File: src/rtl/txring_pkg.sv
package txring_pkg;

  typedef enum logic [3:0] {
    ST_IDLE,
    ST_ADR_REQ,
    ST_ADR_WAIT,
    ST_CTL_REQ,
    ST_CTL_WAIT,
    ST_DAT_REQ,
    ST_DAT_WAIT,
    ST_SEND,
    ST_STAT_REQ
  } eng_state_e;

  typedef enum logic [1:0] {
    SEL_DESC_BASE = 2'd0,
    SEL_STAT_BASE = 2'd1,
    SEL_RING_CNT  = 2'd2,
    SEL_PROD      = 2'd3
  } reg_sel_e;

endpackage

File: src/rtl/txring_lane.sv
module txring_lane #(
  parameter int DW   = 32,
  parameter int SELW = $clog2(DW/8)
) (
  input  logic [DW-1:0]   word,
  input  logic [SELW-1:0] sel,
  output logic [7:0]      lane
);
  localparam int BPW = DW / 8;

  logic [7:0] bytes [BPW];

  for (genvar g = 0; g < BPW; g++) begin : g_split
    assign bytes[g] = word[8*g +: 8];
  end

  assign lane = bytes[sel];
endmodule

File: src/rtl/txring_regs.sv
module txring_regs
  import txring_pkg::*;
#(
  parameter int AW   = 32,
  parameter int IDXW = 8
) (
  input  logic            clk,
  input  logic            rst_n,
  input  logic            reg_we,
  input  logic [1:0]      reg_sel,
  input  logic [AW-1:0]   reg_wdata,
  input  logic            adv,
  output logic [AW-1:0]   desc_base,
  output logic [AW-1:0]   stat_base,
  output logic [IDXW-1:0] cons,
  output logic            ring_avail
);
  logic [IDXW-1:0] cnt;
  logic [IDXW-1:0] prod;
  logic [IDXW-1:0] cons_step;

  assign cons_step  = (cons == cnt - 1'b1) ? '0 : cons + 1'b1;
  assign ring_avail = (prod != cons);

  always_ff @(posedge clk) begin
    if (!rst_n) begin
      desc_base <= '0;
      stat_base <= '0;
      cnt       <= '0;
      prod      <= '0;
      cons      <= '0;
    end else begin
      if (adv) cons <= cons_step;
      if (reg_we) begin
        case (reg_sel_e'(reg_sel))
          SEL_DESC_BASE: desc_base <= reg_wdata;
          SEL_STAT_BASE: stat_base <= reg_wdata;
          SEL_RING_CNT: begin
            cnt  <= reg_wdata[IDXW-1:0];
            prod <= '0;
            cons <= '0;
          end
          SEL_PROD: begin
            if (reg_wdata < AW'(cnt)) prod <= reg_wdata[IDXW-1:0];
          end
          default: ;
        endcase
      end
    end
  end
endmodule

File: src/rtl/txring_engine.sv
module txring_engine
  import txring_pkg::*;
#(
  parameter int AW      = 32,
  parameter int DW      = 32,
  parameter int IDXW    = 8,
  parameter int SIZEW   = 11,
  parameter int LASTBIT = 30
) (
  input  logic            clk,
  input  logic            rst_n,
  input  logic            ring_avail,
  input  logic [AW-1:0]   desc_base,
  input  logic [AW-1:0]   stat_base,
  input  logic [IDXW-1:0] cons,
  output logic            adv,
  output logic            mem_req,
  output logic            mem_we,
  output logic [AW-1:0]   mem_addr,
  output logic [DW-1:0]   mem_wdata,
  input  logic            mem_gnt,
  input  logic            mem_rvalid,
  input  logic [DW-1:0]   mem_rdata,
  output logic            out_valid,
  output logic [7:0]      out_data,
  output logic            out_last,
  input  logic            out_ready
);
  localparam int BPW  = DW / 8;
  localparam int OFFW = $clog2(BPW);

  eng_state_e       st, st_nx;
  logic [AW-1:0]    cur_addr;
  logic [SIZEW-1:0] remain;
  logic [SIZEW-1:0] size_f;
  logic             last_f;
  logic [DW-1:0]    word_q;
  logic [AW-1:0]    desc_addr;
  logic [AW-1:0]    stat_addr;
  logic [DW-1:0]    stat_word;
  logic [OFFW-1:0]  off;
  logic [7:0]       lane_byte;
  logic             frag_end;
  logic             word_end;

  assign off       = cur_addr[OFFW-1:0];
  assign desc_addr = desc_base + AW'(cons) * AW'(2 * BPW);
  assign stat_addr = stat_base + AW'(cons) * AW'(BPW);
  assign frag_end  = (remain == '0);
  assign word_end  = (off == OFFW'(BPW - 1));

  always_comb begin
    stat_word              = '0;
    stat_word[DW-1]        = 1'b1;
    stat_word[LASTBIT]     = last_f;
    stat_word[SIZEW-1:0]   = size_f;
  end

  txring_lane #(.DW(DW), .SELW(OFFW)) u_lane (
    .word (word_q),
    .sel  (off),
    .lane (lane_byte)
  );

  always_comb begin
    st_nx     = st;
    mem_req   = 1'b0;
    mem_we    = 1'b0;
    mem_addr  = '0;
    mem_wdata = '0;
    out_valid = 1'b0;
    out_data  = '0;
    out_last  = 1'b0;
    adv       = 1'b0;
    case (st)
      ST_IDLE:     if (ring_avail) st_nx = ST_ADR_REQ;
      ST_ADR_REQ: begin
        mem_req  = 1'b1;
        mem_addr = desc_addr;
        if (mem_gnt) st_nx = ST_ADR_WAIT;
      end
      ST_ADR_WAIT: if (mem_rvalid) st_nx = ST_CTL_REQ;
      ST_CTL_REQ: begin
        mem_req  = 1'b1;
        mem_addr = desc_addr + AW'(BPW);
        if (mem_gnt) st_nx = ST_CTL_WAIT;
      end
      ST_CTL_WAIT: if (mem_rvalid) st_nx = ST_DAT_REQ;
      ST_DAT_REQ: begin
        mem_req  = 1'b1;
        mem_addr = {cur_addr[AW-1:OFFW], {OFFW{1'b0}}};
        if (mem_gnt) st_nx = ST_DAT_WAIT;
      end
      ST_DAT_WAIT: if (mem_rvalid) st_nx = ST_SEND;
      ST_SEND: begin
        out_valid = 1'b1;
        out_data  = lane_byte;
        out_last  = last_f && frag_end;
        if (out_ready) begin
          if (frag_end)      st_nx = ST_STAT_REQ;
          else if (word_end) st_nx = ST_DAT_REQ;
        end
      end
      ST_STAT_REQ: begin
        mem_req   = 1'b1;
        mem_we    = 1'b1;
        mem_addr  = stat_addr;
        mem_wdata = stat_word;
        if (mem_gnt) begin
          adv   = 1'b1;
          st_nx = ST_IDLE;
        end
      end
      default: st_nx = ST_IDLE;
    endcase
  end

  always_ff @(posedge clk) begin
    if (!rst_n) begin
      st       <= ST_IDLE;
      cur_addr <= '0;
      remain   <= '0;
      size_f   <= '0;
      last_f   <= 1'b0;
      word_q   <= '0;
    end else begin
      st <= st_nx;
      case (st)
        ST_ADR_WAIT: if (mem_rvalid) cur_addr <= mem_rdata[AW-1:0];
        ST_CTL_WAIT: begin
          if (mem_rvalid) begin
            size_f <= mem_rdata[SIZEW-1:0];
            remain <= mem_rdata[SIZEW-1:0];
            last_f <= mem_rdata[LASTBIT];
          end
        end
        ST_DAT_WAIT: if (mem_rvalid) word_q <= mem_rdata;
        ST_SEND: begin
          if (out_ready) begin
            cur_addr <= cur_addr + 1'b1;
            if (!frag_end) remain <= remain - 1'b1;
          end
        end
        default: ;
      endcase
    end
  end
endmodule

File: src/rtl/txring_dma.sv
module txring_dma #(
  parameter int AW      = 32,
  parameter int DW      = 32,
  parameter int IDXW    = 8,
  parameter int SIZEW   = 11,
  parameter int LASTBIT = 30
) (
  input  logic            clk,
  input  logic            rst_n,
  input  logic            reg_we,
  input  logic [1:0]      reg_sel,
  input  logic [AW-1:0]   reg_wdata,
  output logic [IDXW-1:0] cons_idx,
  output logic            mem_req,
  output logic            mem_we,
  output logic [AW-1:0]   mem_addr,
  output logic [DW-1:0]   mem_wdata,
  input  logic            mem_gnt,
  input  logic            mem_rvalid,
  input  logic [DW-1:0]   mem_rdata,
  output logic            out_valid,
  output logic [7:0]      out_data,
  output logic            out_last,
  input  logic            out_ready
);
  logic [AW-1:0] desc_base;
  logic [AW-1:0] stat_base;
  logic          ring_avail;
  logic          adv;

  txring_regs #(.AW(AW), .IDXW(IDXW)) u_regs (
    .clk        (clk),
    .rst_n      (rst_n),
    .reg_we     (reg_we),
    .reg_sel    (reg_sel),
    .reg_wdata  (reg_wdata),
    .adv        (adv),
    .desc_base  (desc_base),
    .stat_base  (stat_base),
    .cons       (cons_idx),
    .ring_avail (ring_avail)
  );

  txring_engine #(
    .AW(AW), .DW(DW), .IDXW(IDXW), .SIZEW(SIZEW), .LASTBIT(LASTBIT)
  ) u_eng (
    .clk        (clk),
    .rst_n      (rst_n),
    .ring_avail (ring_avail),
    .desc_base  (desc_base),
    .stat_base  (stat_base),
    .cons       (cons_idx),
    .adv        (adv),
    .mem_req    (mem_req),
    .mem_we     (mem_we),
    .mem_addr   (mem_addr),
    .mem_wdata  (mem_wdata),
    .mem_gnt    (mem_gnt),
    .mem_rvalid (mem_rvalid),
    .mem_rdata  (mem_rdata),
    .out_valid  (out_valid),
    .out_data   (out_data),
    .out_last   (out_last),
    .out_ready  (out_ready)
  );
endmodule

File: config.mk
export PLATFORM = sky130hd
export DESIGN_NAME = txring_dma
export DESIGN_NICKNAME = d
export VERILOG_FILES = /design/src/rtl/txring_pkg.sv /design/src/rtl/txring_lane.sv /design/src/rtl/txring_regs.sv /design/src/rtl/txring_engine.sv /design/src/rtl/txring_dma.sv
export SDC_FILE = /design/constraint.sdc
export NUM_CORES = 1
export LEC_CHECK = 0
export BUFFER_PORTS_ARGS = -buffer_cell sky130_fd_sc_hd__buf_2
export CAP_MARGIN = 0
export CORE_MARGIN = 2
export CORE_UTILIZATION = 53
export DETAILED_ROUTE_END_ITERATION = 8
export PLACE_DENSITY = 0.77
export SYNTH_ARGS = -nofsm -noshare
export SYNTH_HDL_FRONTEND = slang
export SYNTH_HIERARCHICAL = 1
export SYNTH_SLANG_ARGS = --single-unit
File: constraint.sdc
create_clock -name clk -period 3.1 [get_ports clk]
set_input_delay 0.155 -clock clk [delete_from_list [all_inputs] [get_ports clk]]
set_output_delay 0.155 -clock clk [all_outputs]
set_load 0.01 [all_outputs]
==> flow_summary.json <==
{
  "n_antenna_cell": 0,
  "crit_arrival_ns": 3.57,
  "buffer_ports.inserted": 136,
  "postSynthCellCount": 1559,
  "boundaryPins": 156,
  "ant_nets": 0,
  "finalHoldViolations": 0,
  "result_of_the_run": "finished with violations",
  "max-slew-margin-rel_pct": 46.9,
  "via_count": 12300,
  "tritoncts_num_sinks": 179,
  "seq_area_sq_um": 3590,
  "final.fill_count": 1870,
  "drt-vias-per-instance": 5.96,
  "synthesis.area_sq_um": 11900,
  "cts_root_buffer": "clkbuf_16",
  "core_box_area_sq_um": 21900,
  "area_used_by_multi_input_combinational_logic_sq_um": 8060,
  "die_ar_sq_um": 23600,
  "synth-warning-count": 6,
  "grt_max_degree": 108,
  "layoutNonFillerInstCount": 2070,
  "ys_seq_elements": 179,
  "p_total_mw": 5.64,
  "hold_path_class": "in -> reg",
  "rsz_0062_raised_after_global_routing": "true",
  "fin_nets": 1879,
  "violated_checks": "negative setup slack",
  "synth-edff-count": 0,
  "fin_crit_ns": 3.72,
  "detailedRoute.firstPassIterationCount": 6,
  "chip_width_um": 154,
  "gp_routability_congestion": 0.911,
  "via_count_of_the_first_global_routing_pass": 11500,
  "dp_cells": 1991,
  "drc": 0,
  "cp_data_required_time_ns": 2.94,
  "layout-drive-gt1-share_pct": 22.9,
  "routed_wire_length_per_instance_um": 18.1,
  "power.ir.vdd_worst_v": 0.000315,
  "postLayoutSetupSlackWorst_ns": -0.622,
  "dp_hpwl_um": 26500,
  "cap_viol_max_count": 0,
  "syn_area_per_cell_sq_um": 7.63,
  "synth_cell_types": 95,
  "crit_path_max_fanout": 4,
  "final-setup-viol-count": 24,
  "grt_pass1_wl_um": 59400,
  "max_freq_mhz": 269,
  "rows": 54,
  "antenna_violations_before_repair": 0,
  "area_growth_syn_to_layout_pct": 23.9,
  "synth_commonest_cells": "339 x nand2_1, 179 x dfxtp_1, 124 x a21boi_0",
  "ys_seq_area_share_pct": 30.1,
  "hold_path_depth": 3,
  "dpl-instance-area_sq_um": 13300,
  "synth.area.top_cells": "dfxtp_1 30%, nand2_1 11%, a21boi_0 7.8%",
  "timing.critical_path.from_type": "register",
  "synth.top_cell.area_share_pct": 30.1,
  "initial_utilization_pct": 54.3,
  "ctsLongestPathBuffers": 2,
  "finalClockSkew_ns": 0.0169,
  "fin_crit_sh_pct": 120,
  "worst-setup-path-type": "reg -> out",
  "cts_tree": "built",
  "path_clk_slew_ns": 0.08,
  "finalWirelength_um": 37500,
  "async_flop_share_pct": 0,
  "yosys.area.top_type": "dfxtp_1",
  "maxSlewViolCount": 0,
  "timing.reg2reg.worst_path_depth": 10,
  "tightest_slew_ns": 0.797,
  "fin_tns_setup_ns": -10.36,
  "grt_util_all_layers_pct": 30.7,
  "power.leakage_nw": 5.79,
  "htree_levels": 4,
  "dr.first_iter.drc_count": 1130,
  "cts_made_buffers": 17,
  "die-height_um": 154,
  "clkLatencyLatePin_ns": 0.44,
  "post-synth-top-count-cell": "nand2_1",
  "p_per_area_nw_per_um2": 383,
  "post_layout_instance_area_sq_um": 14700,
  "type_of_destination_of_the_critical_path": "output pin",
  "synth-main-ff-cell": "dfxtp_1",
  "overflow_after_grt": 0
}
-- logic make-up after synthesis --
group	Yosys count	share of synthesized area, %
AND/OR/NAND/NOR	678	27.4
other	1	0.0315
XOR/XNOR	97	7.27
buffers and inverters	144	5.59
AO/OA/AOI/OAI	413	24.1
multiplexers	17	2.27
flip-flops	179	30.1
adder cells (fa/ha/maj)	30	3.28
-- critical path, cell delays in order (launching register included) --
cell	delay [ns]
dfxtp_2	0.34
ha_4	0.16
fa_2	0.34
a211o_1	0.32
buf_6	0.15
a211oi_4	0.26
o31a_2	0.24
o2111ai_4	0.21
buf_4	0.21
buf_6	0.12
nor4_4	0.28
xnor2_1	0.14
o21ai_2	0.20
buf_2	0.18
-- layout make-up --
type                            count  share of cell area, %
Tap cell                          280                   2.38
Inverter                           30                  0.764
Timing Repair Buffer              295                   13.9
Clock inverter                     13                  0.934
Sequential cell                   179                   24.4
Clock buffer                       19                   3.01
Multi-Input combinational cell   1254                   54.7
-- routing by layer --
metal | global-route usage, % | share of wire (%) | vias up
met2 | 51.9 | 48 | 546
met1 | 40.7 | 43 | 5815
li1 | - | - | 5897
met3 | 3.33 | 6.3 | 84
met4 | 10.9 | 3.1 | 0
met5 | 0 | 0 | -
-- final timing paths --
kind                       startpoint                    to  slack [ns]
setup / recovery  u_regs/desc_base[3]          mem_addr[15]       -0.62
hold / removal          reg_wdata[25]  u_regs/stat_base[25]       0.004
setup reg to reg    u_eng/cur_addr[0]    u_eng/cur_addr[30]        0.32
hold reg to reg      u_eng/size_f[10]      u_eng/size_f[10]        0.46
-- cells in the final DEF, fill, tap and decap left out, types with 24 or more instances in the layout --
cell type      count
dlygate4sd3_1     29
xnor2_1           51
dfxtp_1          175
inv_1             27
and2_1            37
nand4_1           25
o21ai_0           69
ha_1              24
nand3_1           46
a21oi_1           57
a21boi_0         124
buf_4            116
and3_1            27
nor3_1            24
nor2_1            77
buf_2            132
xor2_1            39
nand2_1          335
-- state kept, by name, indices dropped and copies added (netlist names), 8 cells and up --
signal,flops
u_eng/remain,11
u_eng/size_f,11
u_regs/prod,8
u_eng/word_q,32
u_regs/stat_base,32
u_regs/desc_base,32
u_regs/cons,8
u_eng/cur_addr,32
u_regs/cnt,8
-- repair_timing --
item,in CTS,in global routing
pin swaps,29,41
endpoints found under the hold margin,31,2
endpoints found under the setup margin,24,24
setup buffers,12,11
hold buffers,27,2
resized for setup,55,42
-- metrics by stage --
stage          hold WS [ns]  util, %  setup WS (ns)
6_report            0.00427     67.3         -0.622
3_3_place_gp          0.426     61.0         -0.161
2_1_floorplan         0.289        -        0.00325
3_5_place_dp          0.433     61.0         -0.258
5_1_grt             0.00514     67.3         -0.748
4_1_cts            0.000285     66.2         -0.528
-- where the power goes --
part           internal, mW  switching (mW)
sequential             2.40           0.157
clock                  1.16            1.04
combinational         0.353           0.528
total                  3.92            1.72
No activity file was read; power rests on OpenSTA's default activity.
